## src/rtl/cptree_pkg.sv

```systemverilog
// Package cptree_pkg
// Index arithmetic for the binary-indexed carry tree. Nodes are numbered
// from 1; index 0 is not a node. Every function is a constant function
// used at elaboration time.
package cptree_pkg;

    // Level of a node: position of the lowest set bit of its index.
    function automatic int node_level(input int idx);
        node_level = 0;
        for (int b = 30; b >= 0; b--) begin
            if (((idx >> b) & 1) == 1) node_level = b;
        end
    endfunction

    // 1 when the bit just above the level bit is set (node is an upper child).
    function automatic bit node_upper(input int idx);
        node_upper = (((idx >> (node_level(idx) + 1)) & 1) == 1);
    endfunction

    // Parent index derived from the level bit and the bit above it.
    function automatic int node_parent(input int idx);
        if (node_upper(idx)) node_parent = idx - (1 << node_level(idx));
        else                 node_parent = idx + (1 << node_level(idx));
    endfunction

    // Downward carry entering a node of this level arrives inverted when level is even.
    function automatic bit carry_in_inverted(input int lvl);
        carry_in_inverted = ((lvl % 2) == 0);
    endfunction

endpackage

```

## src/rtl/cptree_pair.sv

```systemverilog
// Module cptree_pair
// Bit-slice pair served by one leaf of the tree. It forms generate and
// propagate for two adjacent bits and the two sum bits from the carries the
// leaf returns. Assumes the carries arrive in true polarity.
module cptree_pair (
    input  logic [1:0] a,
    input  logic [1:0] b,
    input  logic [1:0] c,
    output logic [1:0] g,
    output logic [1:0] p,
    output logic [1:0] s
);

    // Per-bit generate, propagate and sum.
    always_comb begin
        g = a & b;
        p = a ^ b;
        s = p ^ c;
    end

endmodule

```

## src/rtl/cptree_node.sv

```systemverilog
// Module cptree_node
// Interior or leaf node of the carry tree. It merges the (g,p) of its lower
// child (0) and upper child (1) into one upward pair. It returns the incoming
// carry to the lower child and the carry out of the lower child to the upper
// child. IN_INV says the incoming carry is complemented; OUT_INV says both
// outgoing carries must be complemented. Assumes the parent honours
// the same convention.
module cptree_node #(
    parameter bit IN_INV  = 1'b0,
    parameter bit OUT_INV = 1'b0
) (
    input  logic g0,
    input  logic p0,
    input  logic g1,
    input  logic p1,
    input  logic c_in,
    output logic g,
    output logic p,
    output logic c0,
    output logic c1
);

    logic c_true;
    logic lo_true;
    logic hi_true;

    // Upward merge of the two child pairs.
    always_comb begin
        g = g1 | (p1 & g0);
        p = p1 & p0;
    end

    // Restore true polarity of the incoming carry.
    if (IN_INV) begin : g_in_inv
        assign c_true = ~c_in;
    end else begin : g_in_true
        assign c_true = c_in;
    end

    // Carries for the two children in true polarity.
    always_comb begin
        lo_true = c_true;
        hi_true = g0 | (p0 & c_true);
    end

    // Apply the polarity the children expect.
    if (OUT_INV) begin : g_out_inv
        assign c0 = ~lo_true;
        assign c1 = ~hi_true;
    end else begin : g_out_true
        assign c0 = lo_true;
        assign c1 = hi_true;
    end

endmodule

```

## src/rtl/cptree_root.sv

```systemverilog
// Module cptree_root
// Root node of the tree. It has only a lower child, injects a constant zero
// carry, and produces the carry out of the whole word. CHILD_INV selects
// the polarity in which the child expects its carry.
module cptree_root #(
    parameter bit CHILD_INV = 1'b0
) (
    input  logic g0,
    input  logic p0,
    output logic c0,
    output logic cout
);

    localparam logic ROOT_CARRY = 1'b0;

    // Word carry-out from the single child's group pair.
    assign cout = g0 | (p0 & ROOT_CARRY);

    // Carry sent down, in the child's polarity.
    if (CHILD_INV) begin : g_inv
        assign c0 = ~ROOT_CARRY;
    end else begin : g_true
        assign c0 = ROOT_CARRY;
    end

endmodule

```

## src/rtl/cptree_adder.sv

```systemverilog
// Module cptree_adder
// WIDTH-bit adder built on a binary-indexed carry tree, with one registered
// output stage. Node i's parent comes from the bits of i; odd nodes are leaves
// serving bits i-1 and i; node WIDTH is the root with carry-in zero.
// Assumes WIDTH is a power of two and at least 4.
module cptree_adder #(
    parameter int WIDTH = 32
) (
    input  logic             clk,
    input  logic             rst_n,
    input  logic [WIDTH-1:0] op_a,
    input  logic [WIDTH-1:0] op_b,
    output logic [WIDTH-1:0] sum,
    output logic [WIDTH-1:0] carry,
    output logic             cout
);
    import cptree_pkg::*;

    localparam int ROOT_IDX = WIDTH;
    localparam int ROOT_LVL = $clog2(WIDTH);

    // Child-side port groups indexed by the node that owns them.
    logic k0_g [1:WIDTH];
    logic k0_p [1:WIDTH];
    logic k0_c [1:WIDTH];
    logic k1_g [1:WIDTH-1];
    logic k1_p [1:WIDTH-1];
    logic k1_c [1:WIDTH-1];
    // Upward group and incoming carry of each non-root node.
    logic up_g [1:WIDTH-1];
    logic up_p [1:WIDTH-1];
    logic dn_c [1:WIDTH-1];

    logic [WIDTH-1:0] sum_c;
    logic [WIDTH-1:0] carry_c;
    logic             cout_c;

    for (genvar i = 1; i <= WIDTH; i++) begin : g_node
        localparam int LV = node_level(i);
        if (i == ROOT_IDX) begin : g_root
            cptree_root #(
                .CHILD_INV (carry_in_inverted(ROOT_LVL - 1))
            ) u_root (
                .g0   (k0_g[i]),
                .p0   (k0_p[i]),
                .c0   (k0_c[i]),
                .cout (cout_c)
            );
        end else begin : g_inner
            localparam int PAR = node_parent(i);
            localparam bit UP  = node_upper(i);

            cptree_node #(
                .IN_INV  (carry_in_inverted(LV)),
                .OUT_INV (LV > 0 ? !carry_in_inverted(LV - 1) == 1'b0 : 1'b0)
            ) u_node (
                .g0   (k0_g[i]),
                .p0   (k0_p[i]),
                .g1   (k1_g[i]),
                .p1   (k1_p[i]),
                .c_in (dn_c[i]),
                .g    (up_g[i]),
                .p    (up_p[i]),
                .c0   (k0_c[i]),
                .c1   (k1_c[i])
            );

            // Hook this node onto the parent port group picked by its index bits.
            if (UP) begin : g_to_hi
                assign k1_g[PAR] = up_g[i];
                assign k1_p[PAR] = up_p[i];
                assign dn_c[i]   = k1_c[PAR];
            end else begin : g_to_lo
                assign k0_g[PAR] = up_g[i];
                assign k0_p[PAR] = up_p[i];
                assign dn_c[i]   = k0_c[PAR];
            end

            // Leaves own the bit-slice pair (i-1, i).
            if (LV == 0) begin : g_leaf
                logic [1:0] pg;
                logic [1:0] pp;
                logic [1:0] ps;

                cptree_pair u_pair (
                    .a (op_a[i:i-1]),
                    .b (op_b[i:i-1]),
                    .c ({k1_c[i], k0_c[i]}),
                    .g (pg),
                    .p (pp),
                    .s (ps)
                );

                assign k0_g[i]       = pg[0];
                assign k0_p[i]       = pp[0];
                assign k1_g[i]       = pg[1];
                assign k1_p[i]       = pp[1];
                assign sum_c[i-1]    = ps[0];
                assign sum_c[i]      = ps[1];
                assign carry_c[i-1]  = k0_c[i];
                assign carry_c[i]    = k1_c[i];
            end
        end
    end

    // Output register with synchronous active-low clear.
    always_ff @(posedge clk) begin
        if (!rst_n) begin
            sum   <= '0;
            carry <= '0;
            cout  <= 1'b0;
        end else begin
            sum   <= sum_c;
            carry <= carry_c;
            cout  <= cout_c;
        end
    end

endmodule

```

## config.mk

```make
export PLATFORM = sky130hd
export DESIGN_NAME = cptree_adder
export DESIGN_NICKNAME = d
export VERILOG_FILES = /design/src/rtl/cptree_pkg.sv /design/src/rtl/cptree_pair.sv /design/src/rtl/cptree_node.sv /design/src/rtl/cptree_root.sv /design/src/rtl/cptree_adder.sv
export SDC_FILE = /design/constraint.sdc
export NUM_CORES = 1
export LEC_CHECK = 0
export BUFFER_PORTS_ARGS = -buffer_cell sky130_fd_sc_hd__buf_2
export CAP_MARGIN = 20
export CORE_MARGIN = 1.5
export CORE_UTILIZATION = 30
export CTS_BUF_LIST = sky130_fd_sc_hd__clkbuf_8
export DETAILED_ROUTE_END_ITERATION = 8
export GPL_TIMING_DRIVEN = 0
export PLACE_DENSITY = 0.56
export SLEW_MARGIN = 25
export SYNTH_ARGS = -nofsm -noshare
export SYNTH_HDL_FRONTEND = slang
export SYNTH_HIERARCHICAL = 1
export SYNTH_SLANG_ARGS = --single-unit
```

## constraint.sdc

```tcl
create_clock -name clk -period 8.1 [get_ports clk]
set_input_delay 1.215 -clock clk [delete_from_list [all_inputs] [get_ports clk]]
set_output_delay 1.215 -clock clk [all_outputs]
set_load 0.02 [all_outputs]
```

==> impl_results.md <==
- Status: finished clean
- Drt total wl: 6850 um
- Hold Fails Final Rpt: 0
- HP Start: rst_n
- Die area: 11,400 um^2
- Warnings, synthesis: 6
- Synthesized area: 3220 um^2
- Most common library cell in the layout ignoring fill and taps: buf_2
- Final Max Tran Viols: 0
- IO Count: 131
- RSZ-0062 raised after global routing: no
- Fillers: 1,052
- CTS tree: built
- Hold buffer count at cts: 0
- Initial drt markers: 30
- N_diodes: 0
- CORE AREA: between 10,000 and 15,000 um^2
- Max frequency: 287 MHz
- Post-Syn Area per Cell: 9.86 um^2
- Setup-failing EPs final: 0
- Setup TNS: 0 ns
- DRC: 0
- WL per Instance: around 11 um
- Post-Synthesis Cells: roughly 330
- Crit path time final: 3.48 ns
- First-pass GRT wire length: 11,000 um
- Max FO, Critical Path: 3
- VDD IR max: between 0.09 and 0.1 mV
- Overall via count from detail_route: 2,492
- Die Width: 107 um
- Commonest cells after routing, fill and taps aside: buf_2 (130), and2_1 (95), dfxtp_1 (65)
- Hold EP: cout
- Port Buffers: 129
- GRT Residual Overflow: 0
- Antenna violations before repair: 0
- Hold Slack: about 1.2 ns
- Leak: ~2.5 nW
- Power Dens Cells: 215 nW/um^2
- Post-route ant nets: 0
- Hold Path Cell Cnt: 2
- DR vias/cell: 4.11
- H-tree depth: 3
- Clock buffer count from CTS: 9
- Period utilization: 0.430
- CTS clk-pin slew, worst paths: 0.06 ns
- Largest net degree at the start of global routing: 11
- Clock buffer depth: 2
- Total track usage: 0.124
- Layout cell share with drive strength beyond 1: 0.323
- Area delta synth->final: 32.4%
- Clock Sinks: 65
- Data required, critical path: between 8 and 9 ns
- Dpl hpwl: between 5000 and 6000 um
- Max cap viols: 0
- Rows: 37
- Worst hold path type: in -> reg
- CTS resizes: 0
- Critical Path Sink Type: flop
- Nets: 565
- Placer's final routability congestion estimate: 0.758
- CTS Root Cell: clkbuf_8
- Crit path kind: in -> reg
- Critical Path Start Type: input pin
- Die H: around 110 um
- Setup Buffers After CTS: 0
- CP Data Arrival Time: 3.70 ns
- First drt pass iteration count: 4
- Post-Syn Nets: between 400 and 500
- Number of global-route vias before repair: between 2,000 and 2,500
- Initial core utilization: 0.311
sequential cells by signal, summed over array words and instances (netlist names):
register	count
carry	32
cout	1
sum	32
worst max path at each step:
| stage | slack, ns | startpoint | endpoint | depth (start not counted) |
|---|---|---|---|---|
| after floorplan | 4.62 | op_a[1] | sum[31] | 14 |
| after global placement | 4.25 | op_a[5] | sum[31] | 15 |
| after detailed placement | 4.25 | op_a[1] | sum[31] | 15 |
| after CTS | 4.61 | op_a[1] | sum[31] | 15 |
| after global routing | 4.45 | op_a[1] | sum[31] | 15 |
| final | 4.62 | op_a[1] | sum[31] | 15 |
worst max-delay path, cell delays in order:
cell,delay [ns]
buf_2,0.10
ha_1,0.33
a21o_1,0.21
a21o_1,0.17
a21o_1,0.18
a21o_1,0.19
a21o_1,0.19
a21oi_1,0.15
inv_1,0.07
a21o_1,0.19
a21oi_1,0.14
inv_1,0.09
a21o_1,0.19
xor2_1,0.13
and2_1,0.15
metrics by stage:
step / setup WS, ns / total power [mW] / std cells / area [um^2] / utilization
CTS: 4.61 / 0.936 / 607 / 4270 / 0.412
floorplan: 4.62 / 0.538 / 327 / 3220 / -
detailed placement: 4.25 / 0.614 / 592 / 4040 / 0.390
global placement: 4.25 / 0.613 / 592 / 4040 / 0.390
global route: 4.45 / 0.980 / 607 / 4270 / 0.412
finish: 4.62 / 0.919 / 607 / 4270 / 0.412
metal layers:
metal | vias up | part of all wire | global-route usage
li1 | 1323 | - | -
met1 | 1074 | 0.44 | 0.148
met2 | 85 | 0.45 | 0.199
met3 | 10 | 0.092 | 0.0492
met4 | 0 | 0.015 | 0.0514
met5 | - | 0 | 0
where the power goes:
part	total [mW]	internal, mW	switching [mW]
clock network	0.315	0.196	0.119
logic	0.239	0.107	0.132
registers	0.364	0.356	0.00844
total	0.919	0.659	0.259
layout make-up:
class / instances / area [um^2] / share of cell area
Multi-Input combinational cell: 222 / 1720 / 0.403
Sequential cell: 65 / 1300 / 0.305
Clock inverter: 3 / 63.8 / 0.0149
Tap cell: 136 / 170 / 0.0399
Clock buffer: 12 / 165 / 0.0387
Buffer: 9 / 87.6 / 0.0205
Inverter: 31 / 116 / 0.0273
Timing Repair Buffer: 129 / 646 / 0.151
Power figures use the tool's default switching activity.
